==> src/rtl/cellram_pkg.sv <==
package cellram_pkg;
  typedef enum logic [1:0] {
    ARR_SPLIT = 2'b00,
    ARR_WIDE  = 2'b01,
    ARR_DPORT = 2'b10,
    ARR_RSVD  = 2'b11
  } arrange_e;

  localparam int TABLES = 2;
endpackage

==> src/rtl/cellram_rst_sync.sv <==
module cellram_rst_sync #(
  parameter int STAGES = 2
) (
  input  logic clk,
  input  logic rst_n,
  output logic ready
);
  logic [STAGES-1:0] sync_q;
  logic [STAGES-1:0] sync_d;

  always_comb begin
    sync_d = {sync_q[STAGES-2:0], 1'b1};
  end

  always_ff @(posedge clk or negedge rst_n) begin
    if (!rst_n) sync_q <= '0;
    else        sync_q <= sync_d;
  end

  assign ready = sync_q[STAGES-1];
endmodule

==> src/rtl/cellram_wr_dec.sv <==
module cellram_wr_dec
  import cellram_pkg::*;
#(
  parameter int AW = 4
) (
  input  logic                        rst_n,
  input  logic                        clk,
  input  arrange_e                    arr,
  input  logic [AW-1:0]               adr_a,
  input  logic [AW-1:0]               adr_b,
  input  logic                        wd_a,
  input  logic                        wd_b,
  input  logic                        wen,
  input  logic                        wr_ok,
  output logic [TABLES-1:0]           t_wen,
  output logic [TABLES-1:0][AW-1:0]   t_wadr,
  output logic [TABLES-1:0]           t_wdat
);
  logic go;
  assign go = wen && wr_ok;

  always_comb begin
    t_wen  = '0;
    t_wadr = '0;
    t_wdat = '0;
    unique case (arr)
      ARR_SPLIT: begin
        t_wen     = {go, go};
        t_wadr[0] = adr_a;
        t_wadr[1] = adr_b;
        t_wdat    = {wd_b, wd_a};
      end
      ARR_WIDE: begin
        t_wen     = {go && wd_b, go && !wd_b};
        t_wadr[0] = adr_a;
        t_wadr[1] = adr_a;
        t_wdat    = {wd_a, wd_a};
      end
      ARR_DPORT: begin
        t_wen     = {go, go};
        t_wadr[0] = adr_a;
        t_wadr[1] = adr_a;
        t_wdat    = {wd_a, wd_a};
      end
      default: begin
        t_wen = '0;
      end
    endcase
  end

  AST_NO_WRITE_BEFORE_READY: assert property (@(posedge clk) disable iff (!rst_n)
    !wr_ok |-> t_wen == '0);

  AST_RSVD_NO_WRITE: assert property (@(posedge clk) disable iff (!rst_n)
    arr == ARR_RSVD |-> t_wen == '0);

  AST_WIDE_ONE_HALF: assert property (@(posedge clk) disable iff (!rst_n)
    arr == ARR_WIDE |-> $onehot0(t_wen));
endmodule

==> src/rtl/cellram_lut.sv <==
module cellram_lut #(
  parameter int AW = 4
) (
  input  logic          clk,
  input  logic          rst_n,
  input  logic          wen,
  input  logic [AW-1:0] wadr,
  input  logic          wdat,
  input  logic [AW-1:0] radr,
  output logic          rdat
);
  localparam int DEPTH = 1 << AW;

  logic [DEPTH-1:0] mem_q;
  logic [DEPTH-1:0] mem_d;

  always_comb begin
    mem_d       = mem_q;
    mem_d[wadr] = wdat;
  end

  always_ff @(posedge clk) begin
    if (wen) mem_q <= mem_d;
  end

  assign rdat = mem_q[radr];

  AST_IDLE_HOLDS: assert property (@(posedge clk) disable iff (!rst_n)
    !wen |=> $stable(mem_q));

  AST_WRITE_LANDS: assert property (@(posedge clk) disable iff (!rst_n)
    wen |=> mem_q[$past(wadr)] == $past(wdat));
endmodule

==> src/rtl/cellram_rd_sel.sv <==
module cellram_rd_sel
  import cellram_pkg::*;
#(
  parameter int AW = 4
) (
  input  arrange_e                    arr,
  input  logic [AW-1:0]               adr_a,
  input  logic [AW-1:0]               adr_b,
  input  logic                        hi_sel,
  input  logic [TABLES-1:0]           t_rdat,
  output logic [TABLES-1:0][AW-1:0]   t_radr,
  output logic                        rd_a,
  output logic                        rd_b,
  output logic                        rd_wide
);
  always_comb begin
    t_radr[0] = adr_a;
    t_radr[1] = (arr == ARR_WIDE) ? adr_a : adr_b;
  end

  always_comb begin
    rd_a    = t_rdat[0];
    rd_b    = t_rdat[1];
    rd_wide = (arr == ARR_WIDE && hi_sel) ? t_rdat[1] : t_rdat[0];
  end
endmodule

==> src/rtl/cellram_top.sv <==
module cellram_top
  import cellram_pkg::*;
#(
  parameter int AW = 4
) (
  input  logic          clk,
  input  logic          rst_n,
  input  logic [1:0]    arrange,
  input  logic [AW-1:0] adr_a,
  input  logic [AW-1:0] adr_b,
  input  logic          wd_a,
  input  logic          wd_b,
  input  logic          wen,
  output logic          rd_a,
  output logic          rd_b,
  output logic          rd_wide
);
  arrange_e                  arr;
  logic                      wr_ok;
  logic [TABLES-1:0]         t_wen;
  logic [TABLES-1:0][AW-1:0] t_wadr;
  logic [TABLES-1:0]         t_wdat;
  logic [TABLES-1:0][AW-1:0] t_radr;
  logic [TABLES-1:0]         t_rdat;

  assign arr = arrange_e'(arrange);

  cellram_rst_sync #(.STAGES(2)) u_sync (
    .clk   (clk),
    .rst_n (rst_n),
    .ready (wr_ok)
  );

  cellram_wr_dec #(.AW(AW)) u_wdec (
    .rst_n  (rst_n),
    .clk    (clk),
    .arr    (arr),
    .adr_a  (adr_a),
    .adr_b  (adr_b),
    .wd_a   (wd_a),
    .wd_b   (wd_b),
    .wen    (wen),
    .wr_ok  (wr_ok),
    .t_wen  (t_wen),
    .t_wadr (t_wadr),
    .t_wdat (t_wdat)
  );

  for (genvar t = 0; t < TABLES; t++) begin : g_tab
    cellram_lut #(.AW(AW)) u_lut (
      .clk   (clk),
      .rst_n (rst_n),
      .wen   (t_wen[t]),
      .wadr  (t_wadr[t]),
      .wdat  (t_wdat[t]),
      .radr  (t_radr[t]),
      .rdat  (t_rdat[t])
    );
  end

  cellram_rd_sel #(.AW(AW)) u_rsel (
    .arr     (arr),
    .adr_a   (adr_a),
    .adr_b   (adr_b),
    .hi_sel  (wd_b),
    .t_rdat  (t_rdat),
    .t_radr  (t_radr),
    .rd_a    (rd_a),
    .rd_b    (rd_b),
    .rd_wide (rd_wide)
  );

  AST_DPORT_MIRRORS: assert property (@(posedge clk) disable iff (!rst_n)
    (arr == ARR_DPORT && wen && wr_ok) |-> (t_wen == 2'b11 && t_wadr[0] == adr_a
      && t_wadr[1] == adr_a && t_wdat == {wd_a, wd_a}));

  AST_WIDE_PICKS_HALF: assert property (@(posedge clk) disable iff (!rst_n)
    (arr == ARR_WIDE && wen && wr_ok) |-> t_wen == (wd_b ? 2'b10 : 2'b01));

  AST_SPLIT_BOTH_WRITE: assert property (@(posedge clk) disable iff (!rst_n)
    (arr == ARR_SPLIT && wen && wr_ok) |-> (t_wen == 2'b11 && t_wadr[1] == adr_b));
endmodule

==> config.mk <==
export PLATFORM = sky130hd
export DESIGN_NAME = cellram_top
export DESIGN_NICKNAME = d
export VERILOG_FILES = /design/src/rtl/cellram_pkg.sv /design/src/rtl/cellram_rst_sync.sv /design/src/rtl/cellram_wr_dec.sv /design/src/rtl/cellram_lut.sv /design/src/rtl/cellram_rd_sel.sv /design/src/rtl/cellram_top.sv
export SDC_FILE = /design/constraint.sdc
export NUM_CORES = 1
export LEC_CHECK = 0
export ABC_AREA = 1
export BUFFER_PORTS_ARGS = -buffer_cell sky130_fd_sc_hd__buf_4
export CAP_MARGIN = 20
export CORE_MARGIN = 10
export CORE_UTILIZATION = 40
export CTS_CLUSTER_DIAMETER = 30
export CTS_CLUSTER_SIZE = 24
export DETAILED_ROUTE_END_ITERATION = 10
export GPL_ROUTABILITY_DRIVEN = 0
export SLEW_MARGIN = 20
export SYNTH_ARGS = -nofsm -noshare
export SYNTH_HDL_FRONTEND = slang
export SYNTH_SLANG_ARGS = --single-unit
export TNS_END_PERCENT = 30
==> constraint.sdc <==
create_clock -name clk -period 1.6 [get_ports clk]
set_input_delay 0.08 -clock clk [delete_from_list [all_inputs] [get_ports clk]]
set_output_delay 0.08 -clock clk [all_outputs]
set_load 0.02 [all_outputs]
# ---- Yosys cells after proc, flatten, opt, wreduce, memory -nomap -nowiden
# Cells that the tools add are included.
dict set report classes {
  muxes 15
  n_lt_le_gt_ge 6
  eq_ne 2
  n_reduce_logical 10
}
# cell count
set ops {}
lappend ops {{bitwise mux 16 bit} 2}
lappend ops {{< comparator 4 x 5 -> 1 bit, second input constant} 4}
lappend ops {{case mux 8 bit (2 select lines)} 1}
lappend ops {{binary-select mux 1 bit (select 4 bit)} 2}
lappend ops {{demux 1 bit (select 4 bit)} 2}
lappend ops {{>= comparator 4 x 1 -> 1 bit, second input constant} 2}
lappend ops {{case mux 2 bit (2 select lines)} 2}
lappend ops {{logical AND 1 bit} 6}
lappend ops {{2-to-1 mux 1 bit} 5}
lappend ops {{2-to-1 mux 4 bit} 1}
lappend ops {{OR reduction 2 bit} 2}
lappend ops {{== test 2 x 1 -> 1 bit, second input constant} 1}
lappend ops {{== test 2 bit, second input constant} 1}
lappend ops {{zero test 2 bit} 1}
lappend ops {{zero test 1 bit} 1}
dict set report word_totals {
  register_bits 34
  out_inout_bits 3
  elab_cells 36
}

# ---- Logic depth before layout (Yosys ltp)
dict set report logic_depth {
  word_depth 8
  mapped_depth 13
  mapped_depth_nobuf 13
}

# ---- Hierarchy
# From an unflattened synthesis, not the netlist that was laid out.
dict set report unflattened {
  cells_unflattened 262
  area_unflattened_um2 2078.2
}
# module n_inst cells_each area_per_inst_um2
set by_module_without_submodules {}
lappend by_module_without_submodules {{cellram_lut at g_tab[1].u_lut} 1 95 832.0}
lappend by_module_without_submodules {{cellram_lut at g_tab[0].u_lut} 1 94 830.8}
lappend by_module_without_submodules {cellram_wr_dec 1 46 237.7}
lappend by_module_without_submodules {cellram_rd_sel 1 24 123.9}
lappend by_module_without_submodules {cellram_rst_sync 1 3 53.8}

# ---- Least setup slack after synthesis
# No wires, ideal clock.
dict set report synth_timing {
  path_type {input to register}
  from {input arrange[0]}
  to {register g_tab[1].u_lut.mem_q[0] (data pin)}
  slack_ps 51
  t_arrival_ps 1219
  path_buffers 0
  stages 4
  cell_sequence {inv_1 > ha_1 > inv_1 > o21ai_0}
}
dict set report synth_between {
  elab_cells_between_ends 12
}
# item line_no
set synth_rtl {}
lappend synth_rtl {{from (decl)} cellram_top.sv:8} ;# input logic [1:0] arrange,
lappend synth_rtl {{== test 2 bit / == test 2 x 1 -> 1 bit (equally long branches)} cellram_wr_dec.sv:26} ;# unique case (arr)
lappend synth_rtl {{OR reduction 2 bit (no source line)} n/a}
lappend synth_rtl {{case mux 2 bit (2 select lines) (*)} cellram_wr_dec.sv:26}
lappend synth_rtl {{net g_tab[1].u_lut.wdat} cellram_lut.sv:8} ;# input logic wdat,
lappend synth_rtl {{bitwise mux 16 bit (*)} cellram_lut.sv:19} ;# mem_d[wadr] = wdat;
lappend synth_rtl {{to (signal assigned)} cellram_lut.sv:23} ;# if (wen) mem_q <= mem_d;
lappend synth_rtl {{to (decl)} cellram_lut.sv:14} ;# logic [DEPTH-1:0] mem_q;
# Mark *: on every way through the listed nets, which the timed path passes. The rest lies on a longest branch.
# A chain may end at the register's enable or synchronous reset.

# ---- Worst setup path after layout
dict set report layout_timing {
  from {register g_tab[1].u_lut.mem_q[12]}
  to {output rd_wide}
}
dict set report layout_between {
  elab_chain_len 3
}
# item line_no
set layout_lines {}
lappend layout_lines {{binary-select mux 1 bit (select 4 bit)} cellram_lut.sv:26} ;# assign rdat = mem_q[radr];
lappend layout_lines {{2-to-1 mux 1 bit (not written as such)} cellram_lut.sv:26}
lappend layout_lines {{2-to-1 mux 1 bit} cellram_rd_sel.sv:24} ;# rd_wide = (arr == ARR_WIDE && hi_sel) ? t_rdat[1] : t_rdat[0];
lappend layout_lines {{to (decl)} cellram_top.sv:16} ;# output logic rd_wide
# Every way passes these cells. The select of a mux whose other input is x is not followed.

==> reports/qor.csv <==
stage,metric,value,unit
detailed_routing,drt_iter0_markers,168,
run_status,status,"finished, final reports clean",
job,cap_violations,0,
cts,clockRootBuffer,clkbuf_8,
global_route,grt_max_degree,17,
power,p_switching,0.543,mW
detailed_routing,drt_wl_total,4670,um
cts,cts.sinks,34,
power,sw_frac_of_total,0.276,
synthesis,avgSynthCellArea,8.44,um2
power,max-vdd-ir-drop,0.440,mV
global_route,grt_usage,0.119,
synthesis,syn_nets,255,
detailed_routing,via_per_inst,4.87,
global_route,antenna_found_initial,0,
power,p_clk_frac,0.310,
finish,regArea,1010,um2
cts,cts_buffer_depth,2,
finish,layout.nets,295,
sta,min_period,1.51,ns
detailed_routing,wl_per_cell,13.7,um
finish,multi_input_area,817,um2
sta,timing.hold.ws,0.0919,ns
worst_setup_path,crit_required,1.52,ns
floorplan,die_w,90.3,um
sta,hold_violations,0,
sta,finClkSkew,0.00575,ns
worst_setup_path,start_kind,register,
synthesis,synthCells,234,
power,power_density,815,nW/um2
power,seq_power_share,0.502,
detailed_routing,num_vias,1664,
finish,final_cell_mix,"43 x nor2_1, 37 x nand2_1, 33 x inv_1, 33 x buf_4, 32 x edfxtp_1",
cts,numCtsBuffers,5,
floorplan,num_rows,25,
worst_setup_path,end_kind,output port,
floorplan,dieArea,8150,um2
cts,h-tree-depth,2,
cts,cts.reportedPaths.clkPinSlew,0.07,ns
sta,fmax,660,MHz
hold_path,hold_path_class,in -> async,
global_route,grt_pass1_wl,7870,um
synthesis,synth.distinct_cells,27,
synthesis,seq_area_frac_synth,0.512,
finish,post-route-util,0.508,
detailed_routing,ant_nets,0,
sta,grt_setup_unrepaired,true,
floorplan,ioPinCount,18,
global_route,grt_overflow_total,0,
worst_setup_path,criticalPathCategory,reg -> out,
cts,cts_tree,built,
detailed_routing,drtPass1Iterations,4,
placed_design,place_hpwl,3560,um
power,intPower,1.43,mW
synthesis,synthesis.area,1970,um2
global_route,grt_pass1_vias,1601,
floorplan,initial_core_util,0.415,
synthesis,yosys_register_bits,34,
sta,final_max_slew_viol_count,0,
cts,clock_latency,0.29,ns
sta,finalSetupViolations,0,
sta,post-route-period-util,0.947,
synthesis,yosysWarnings,0,
floorplan,die_h,90.3,um
worst_setup_path,critPathMaxFanout,2,
finish,diodes,0,
finish,final_common_cell,nor2_1,
power,p_leak,1.06,nW
synthesis,yosysTopAreaCellShare,0.487,
power,pwr-share-comb,0.188,
placed_design,io_buffers,17,
finish,fill_cells,467,
floorplan,coreArea,4750,um2
detailed_routing,route.detailed.drc,0,
finish,synthToLayoutAreaGrowth,22.4,%
worst_setup_path,critPathArrivalTime,1.43,ns
finish,post_route_cells_drive_above_1_share,0.225,
synthesis,synth_top_area_cell,edfxtp_1,
synthesis,ys_top_cells_by_area,"edfxtp_1 49%, nor2_1 8.4%, nand2_1 7.2%",
==> area by class of cell <==
class | count | area share
tap | 67 | 0.0347
multi-input combinational | 157 | 0.338
timing repair buffer | 35 | 0.111
inverter | 41 | 0.0637
clock inverter | 2 | 0.00363
sequential | 34 | 0.418
clock buffer | 6 | 0.0300
==> cells by family after synthesis <==
kind of cell,Yosys count,share of synthesized area
other,1,0.00190
DFF,34,0.512
buffers and inverters,43,0.0875
adders and majority gates,6,0.0380
and+or+nand+nor,123,0.274
AOI/OAI and AO/OA,27,0.0862
==> cell usage after synthesis <==
cell type / number
o22ai_2: 1
nand2_4: 2
a21oi_1: 3
nand2_1: 38
nor2_2: 1
edfxtp_1: 32
nand2_2: 2
nand3b_1: 2
inv_1: 35
o21ai_1: 4
o22ai_1: 2
nor3_1: 5
nand4_1: 1
ha_1: 6
dfrtp_1: 2
a21oi_2: 1
nor2_1: 44
inv_2: 6
o211ai_1: 5
o21ai_2: 2
conb_1: 1
nor2_4: 1
nand3_1: 27
o21ai_0: 8
a31oi_1: 1
buf_4: 1
buf_6: 1
==> per-stage QoR <==
| step | total power, mW | instance area, um2 | cells | setup slack, ns | TNS (ns) |
|---|---|---|---|---|---|
| after floorplan | 1.22 | 1970 | 234 | 0.0509 | 0 |
| after global placement | 1.37 | 2290 | 333 | -0.0783 | -1.21 |
| after detailed placement | 1.36 | 2290 | 333 | -0.0987 | -1.76 |
| after CTS | 1.97 | 2400 | 342 | 0.0436 | 0 |
| after global routing | 2.06 | 2420 | 342 | -0.0397 | -0.0397 |
| final | 1.97 | 2420 | 342 | 0.0851 | 0 |
==> state kept, by name (all words and copies together), names as in the netlist <==
| signal | count |
|---|---|
| g_tab.u_lut.mem_q | 32 |
| u_sync.sync_q | 2 |
==> timing repair <==
action	in CTS	in global routing
buffers inserted	0	0
hold buffers	1	0
pin swaps	0	4
hold endpoints to repair	2	0
gates resized for setup	2	7
setup endpoints to repair	1	10
==> power groups by stage <==
| stage | Sequential (mW) | Combinational, mW | Clock (mW) |
|---|---|---|---|
| floorplan | 1.01 | 0.211 | 0 |
| global placement | 1.01 | 0.359 | 0 |
| detailed placement | 1.01 | 0.358 | 0 |
| CTS | 0.987 | 0.364 | 0.623 |
| global route | 0.987 | 0.414 | 0.661 |
| finish | 0.988 | 0.370 | 0.611 |
==> worst max-delay path, cell delays in order (launching register included) <==
cell	delay (ns)
edfxtp_1	0.37
nand3b_1	0.18
nand3_1	0.10
nand3_1	0.08
nand3_1	0.09
nand2_2	0.08
nand2_1	0.06
nand2_1	0.04
buf_4	0.15
==> path summary, 6_finish.rpt <==
path | startpoint | to | slack (ns) | depth (start not counted)
min in group clk | adr_a[3] | g_tab[0].u_lut.mem_q[15] | 0.28 | 3
min reg2reg | u_sync.sync_q[0] | u_sync.sync_q[1] | 0.36 | 0
max | g_tab[1].u_lut.mem_q[12] | rd_wide | 0.09 | 8
max in group asynchronous | rst_n | u_sync.sync_q[1] | 1.42 | 2
max reg2reg | u_sync.sync_q[1] | g_tab[0].u_lut.mem_q[10] | 0.22 | 6
min | rst_n | u_sync.sync_q[0] | 0.09 | 2
==> per-layer routing <==
layer | vias up | track usage | share of wire
met5 | - | 0 | 0
met2 | 52 | 0.183 | 0.45
met3 | 7 | 0.0258 | 0.046
li1 | 849 | - | -
met4 | 0 | 0.0557 | 0.024
met1 | 756 | 0.154 | 0.48
No activity file was read; power rests on OpenSTA's default activity.
